--- config.mk ---
export PLATFORM = sky130hd
export DESIGN_NAME = prio_irq_ctrl
export DESIGN_NICKNAME = d
export VERILOG_FILES = /design/src/rtl/prio_irq_pkg.sv /design/src/rtl/irq_reg_if.sv /design/src/rtl/irq_line_bank.sv /design/src/rtl/irq_prio_pick.sv /design/src/rtl/prio_irq_ctrl.sv
export SDC_FILE = /design/constraint.sdc
export NUM_CORES = 1
export LEC_CHECK = 0
export BUFFER_PORTS_ARGS = -buffer_cell sky130_fd_sc_hd__buf_2
export CAP_MARGIN = 10
export CORE_MARGIN = 2
export CORE_UTILIZATION = 54
export DETAILED_ROUTE_END_ITERATION = 10
export GPL_TIMING_DRIVEN = 0
export PLACE_DENSITY = 0.86
export SLEW_MARGIN = 10
export SYNTH_ARGS = -nofsm -noshare
export SYNTH_HDL_FRONTEND = slang
export SYNTH_SLANG_ARGS = --single-unit
--- constraint.sdc ---
create_clock -name clk_i -period 2.3 [get_ports clk_i]
set_clock_uncertainty 0.05 [all_clocks]
set_input_delay 0.115 -clock clk_i [delete_from_list [all_inputs] [get_ports clk_i]]
set_output_delay 0.115 -clock clk_i [all_outputs]
set_load 0.01 [all_outputs]
--- src/rtl/prio_irq_pkg.sv ---
`timescale 1ns/1ps
package prio_irq_pkg;
  typedef enum logic [1:0] {
    REG_PEND  = 2'd0,
    REG_MASK  = 2'd1,
    REG_CLR   = 2'd2,
    REG_FORCE = 2'd3
  } reg_sel_e;
endpackage

--- src/rtl/irq_reg_if.sv ---
`timescale 1ns/1ps
module irq_reg_if #(
  parameter int VEC_W  = 16,
  parameter int DATA_W = 32,
  parameter int LVL_W  = 4
) (
  input  logic              we_i,
  input  logic [1:0]        addr_i,
  input  logic              ack_i,
  input  logic [LVL_W-1:0]  ack_level_i,
  input  logic [VEC_W-1:0]  pend_i,
  input  logic [VEC_W-1:0]  mask_i,
  input  logic [VEC_W-1:0]  force_i,
  output logic              wr_mask_o,
  output logic              wr_clr_o,
  output logic              wr_force_o,
  output logic [VEC_W-1:0]  ack_vec_o,
  output logic [DATA_W-1:0] rdata_o
);
  import prio_irq_pkg::*;

  reg_sel_e sel;
  assign sel = reg_sel_e'(addr_i);

  // pending index decodes to no strobe: read-only
  assign wr_mask_o  = we_i && (sel == REG_MASK);
  assign wr_clr_o   = we_i && (sel == REG_CLR);
  assign wr_force_o = we_i && (sel == REG_FORCE);

  always_comb begin
    ack_vec_o = '0;
    for (int i = 1; i < VEC_W; i++) begin
      if (ack_i && (int'(ack_level_i) == i)) ack_vec_o[i] = 1'b1;
    end
  end

  always_comb begin
    unique case (sel)
      REG_PEND:  rdata_o = DATA_W'(pend_i);
      REG_MASK:  rdata_o = DATA_W'(mask_i);
      REG_FORCE: rdata_o = DATA_W'(force_i);
      default:   rdata_o = '0;
    endcase
  end
endmodule

--- src/rtl/irq_line_bank.sv ---
`timescale 1ns/1ps
module irq_line_bank #(
  parameter int VEC_W = 16
) (
  input  logic             clk_i,
  input  logic             rst_ni,
  input  logic [VEC_W-1:0] src_i,
  input  logic             wr_mask_i,
  input  logic             wr_clr_i,
  input  logic             wr_force_i,
  input  logic [VEC_W-1:0] wdata_i,
  input  logic [VEC_W-1:0] ack_vec_i,
  output logic [VEC_W-1:0] pend_o,
  output logic [VEC_W-1:0] mask_o,
  output logic [VEC_W-1:0] force_o
);
  for (genvar i = 0; i < VEC_W; i++) begin : g_line
    if (i == 0) begin : g_unused
      assign pend_o[i]  = 1'b0;
      assign mask_o[i]  = 1'b0;
      assign force_o[i] = 1'b0;
    end else begin : g_used
      logic pend_q, mask_q, force_q;
      logic kill;
      assign kill = (wr_clr_i && wdata_i[i]) || ack_vec_i[i];

      always_ff @(posedge clk_i or negedge rst_ni) begin
        if (!rst_ni) begin
          pend_q  <= 1'b0;
          mask_q  <= 1'b1;
          force_q <= 1'b0;
        end else begin
          // a fresh event outranks any clear
          pend_q <= src_i[i] || (pend_q && !kill);
          if (wr_mask_i) mask_q <= wdata_i[i];
          if (ack_vec_i[i])    force_q <= 1'b0;
          else if (wr_force_i) force_q <= wdata_i[i];
        end
      end

      assign pend_o[i]  = pend_q;
      assign mask_o[i]  = mask_q;
      assign force_o[i] = force_q;
    end
  end
endmodule

--- src/rtl/irq_prio_pick.sv ---
`timescale 1ns/1ps
module irq_prio_pick #(
  parameter int VEC_W = 16,
  parameter int LVL_W = 4
) (
  input  logic [VEC_W-1:0] req_i,
  output logic [LVL_W-1:0] level_o
);
  always_comb begin
    level_o = '0;
    for (int i = 1; i < VEC_W; i++) begin
      if (req_i[i]) level_o = LVL_W'(i);
    end
  end
endmodule

--- src/rtl/prio_irq_ctrl.sv ---
`timescale 1ns/1ps
module prio_irq_ctrl #(
  parameter int NUM_LINES = 15,
  parameter int DATA_W    = 32,
  localparam int VEC_W    = NUM_LINES + 1,
  localparam int LVL_W    = $clog2(NUM_LINES + 1)
) (
  input  logic              clk_i,
  input  logic              rst_ni,
  input  logic [VEC_W-1:0]  irq_src_i,
  input  logic              reg_we_i,
  input  logic [1:0]        reg_addr_i,
  input  logic [DATA_W-1:0] reg_wdata_i,
  output logic [DATA_W-1:0] reg_rdata_o,
  output logic [LVL_W-1:0]  irq_level_o,
  input  logic              irq_ack_i,
  input  logic [LVL_W-1:0]  irq_ack_level_i
);
  logic [VEC_W-1:0] pend_q, mask_q, force_q, ack_vec, req_vec;
  logic             wr_mask, wr_clr, wr_force;

  irq_reg_if #(.VEC_W(VEC_W), .DATA_W(DATA_W), .LVL_W(LVL_W)) i_reg_if (
    .we_i        (reg_we_i),
    .addr_i      (reg_addr_i),
    .ack_i       (irq_ack_i),
    .ack_level_i (irq_ack_level_i),
    .pend_i      (pend_q),
    .mask_i      (mask_q),
    .force_i     (force_q),
    .wr_mask_o   (wr_mask),
    .wr_clr_o    (wr_clr),
    .wr_force_o  (wr_force),
    .ack_vec_o   (ack_vec),
    .rdata_o     (reg_rdata_o)
  );

  irq_line_bank #(.VEC_W(VEC_W)) i_bank (
    .clk_i      (clk_i),
    .rst_ni     (rst_ni),
    .src_i      (irq_src_i),
    .wr_mask_i  (wr_mask),
    .wr_clr_i   (wr_clr),
    .wr_force_i (wr_force),
    .wdata_i    (reg_wdata_i[VEC_W-1:0]),
    .ack_vec_i  (ack_vec),
    .pend_o     (pend_q),
    .mask_o     (mask_q),
    .force_o    (force_q)
  );

  assign req_vec = (pend_q | force_q) & ~mask_q;

  irq_prio_pick #(.VEC_W(VEC_W), .LVL_W(LVL_W)) i_pick (
    .req_i   (req_vec),
    .level_o (irq_level_o)
  );
endmodule

==> results.txt <==
Status: complete, no violations
Count of synthesis-stage warnings from yosys: 0
Sequential fraction of the synthesis area: 43.7%
Placeable core region: 0.00469 sq mm
Ant. Diodes: 0
Average cell area after synthesis: 10.4 sq um
List of most frequent post-synthesis cells: sky130_fd_sc_hd__dfrtp_1, sky130_fd_sc_hd__mux2i_1, sky130_fd_sc_hd__nand2_1, sky130_fd_sc_hd__buf_4
Max-cap viol count: 0
Gate count of the mapped netlist: 251
Clock latency of the later-clocked register in the worst-skew pair: 0.29 ns
Worst slew margin relative to its limit: 33.8%
Critical path destination: irq_level_o[0]
Total wire length after detailed routing: 6290 um
Biggest fanout along the worst timing path: 4
Number of pins with negative max-slew slack in the final report: 0
Worst setup EP type: output pin
Layout overhead on the synthesized area: 25.2%
Post-synthesis cell type with the largest combined area: sky130_fd_sc_hd__dfrtp_1
Global router's overall resource usage: 24.4%
IR drop worst, VDD: 474 uV
Die outline area: 0.00543 sq mm
Final HPWL DP: 4500 um
Number of nets with antenna violations after detailed routing: 0
Distinct cells, synth: 34
Critical path arrival: 1.99 ns
Critical-path cell list: o21ba_2 > o311ai_0 > a31oi_1 > o211ai_1 > buf_2
RD Place Congestion: 0.876
Fin crit period: 2.16 ns
Setup Viol. Count Final: 0
First-pass iteration count of the detailed router: 4
Starting density of the core: 55.8%
Part of the cycle the worst path needs: 93.8%
Final Net Count: 402
Antenna violations before repair: 0
Endpoint required time on the critical path: 2.13 ns
Combined area of all synthesized cells: 0.00262 sq mm
Maximum number of pins on one net before global-route repair: 46
Reported leakage power: 1.56 nW
Wire length of the first global-routing pass: 9850 um
Share of async-settable or async-resettable flops after synthesis: 100%
Highest Clock Rate: 464 MHz
Via count of the first global-routing pass: 2049
Least-Margin Pin Slew: 0.992 ns
Die width: 73.7 um
Total CTS buffers: 5
Number of enable flip-flop cells after synthesis: 0
Cells taking the most area after synthesis: sky130_fd_sc_hd__dfrtp_1, sky130_fd_sc_hd__dfstp_2, sky130_fd_sc_hd__mux2i_1
Post-synthesis sequential element count: 45
Final worst hold slack: 0.0360 ns
# clock sinks: 45
Final Hold Fails: 0
Critical path startpoint: i_bank.g_line[2].g_used.mask_q
Critical Path Slowest Stage Cell: sky130_fd_sc_hd__dfstp_2
Class of the most critical setup path: reg2out
Source of the worst register-to-register timing path: i_bank.g_line[9].g_used.force_q
Capturing point of the worst reg2reg path: i_bank.g_line[9].g_used.force_q
Drt initial violations: 179
I/O pins: 94
Chip height: 73.7 um
Remaining global-route overflow: 0
CTS max path bufs: 2
Reg-to-reg setup timing slack: 1.49 ns
Routed via count: 2240
Kind of start point of the critical path: flop
Routed wirelength normalized by instance count: 15.8 um
Number of fill cells: 366
Worst hold path type: in2reg
Total Neg Setup Slack: 0 ns
Longest individual stage delay on the worst path: 0.55 ns
Buffers inserted during post-CTS setup optimization: 0
Worst-case reg-to-reg path depth: 2
Layout cells sized above 1: 35.4%
Share of the synthesized area in the top cell type: 28.7%
Dominant register cell in the synthesized netlist: sky130_fd_sc_hd__dfrtp_1
Count of unresolved DRC violations after routing: 0
Clock tree from TritonCTS: built
RSZ-0062 raised after global routing: false
Vias per cell: 5.61
Clock transition at path regs: 0.08 ns
PD cells: 648 mW/mm^2
I/O Buffers: 54
Number of H-tree levels: 2
Std-Cell Rows: 25
Clock root buffer: sky130_fd_sc_hd__clkbuf_8
worst max-delay path, delay by kind of cell, from the launching register on:
kind	cells	cell delay (ns)
AOI/OAI and AO/OA	4	0.98
buffers and inverters	1	0.18
DFF	1	0.55
how the worst min path moves through the flow:
stage,startpoint,to,slack [ns],depth (start not counted)
final,reg_wdata_i[10],i_bank.g_line[10].g_used.mask_q,0.04,2
after global routing,reg_wdata_i[10],i_bank.g_line[10].g_used.mask_q,0.04,2
after CTS,reg_wdata_i[3],i_bank.g_line[3].g_used.mask_q,0.03,2
after detailed placement,irq_src_i[10],i_bank.g_line[10].g_used.pend_q,0.25,2
after global placement,irq_src_i[6],i_bank.g_line[6].g_used.pend_q,0.24,2
after floorplan,rst_ni,i_bank.g_line[10].g_used.force_q,-0.23,0
final cells by class:
class | count | area [sq um] | share of cell area (%)
tap | 54 | 67.6 | 2.06
clock inverter | 1 | 5.00 | 0.153
clock buffer | 7 | 96.3 | 2.94
buffer | 33 | 221 | 6.75
multi-input combinational | 189 | 1310 | 40.1
timing repair buffer | 70 | 430 | 13.1
sequential | 45 | 1140 | 34.9
flip-flops by register name, summed over array words and instances (netlist names):
| register | cells |
|---|---|
| i_bank.g_line.g_used.force_q | 15 |
| i_bank.g_line.g_used.mask_q | 15 |
| i_bank.g_line.g_used.pend_q | 15 |
what timing repair did:
action | in CTS | in global routing
gates resized for setup | 0 | 0
hold endpoints to repair | 45 | 0
hold buffers | 16 | 0
routing by layer:
layer,track usage (%),share of wire [%],vias to the layer above
li1,-,-,1072
met1,33.4,44,1061
met2,39.5,47,98
met3,5.21,7.9,9
met4,6.26,1.3,0
met5,0,0,-
per-stage QoR:
step           instance area [sq um]  utilization (%)  std cells  worst slack, ns  power (mW)
6_report                        3280             69.9        399            0.143        2.12
5_1_grt                         3280             69.9        399            0.124        2.24
4_1_cts                         3280             69.9        399            0.194        2.13
3_5_place_dp                    3020             64.3        375            0.522        1.58
3_3_place_gp                    3020             64.3        375            0.542        1.56
2_1_floorplan                   2680                -        267            0.802        1.39
placed cells by master (no fill, tap or decap), drive strengths merged, types with 11 or more instances in the layout:
cell type / instances
o21bai: 13
mux2i: 30
dlygate4sd3: 16
dfrtp: 30
a21oi: 12
buf: 81
conb: 17
mux2: 15
o21ai: 16
a22oi: 11
nand2: 23
clkbuf: 13
a21o: 16
dfstp: 15
power by group:
| group | internal [mW] | switching, mW |
|---|---|---|
| Clock | 0.272 | 0.258 |
| Combinational | 0.275 | 0.291 |
| Sequential | 0.942 | 0.0862 |
| Total | 1.49 | 0.635 |
logic make-up after synthesis:
family	after synthesis	share of synthesized area (%)
buffers and inverters	33	8.45
AND/OR/NAND/NOR	45	8.74
AO/OA/AOI/OAI	82	21.1
flip-flops	45	43.7
multiplexers	45	17.9
other	1	0.143
Power figures use the tool's default switching activity.
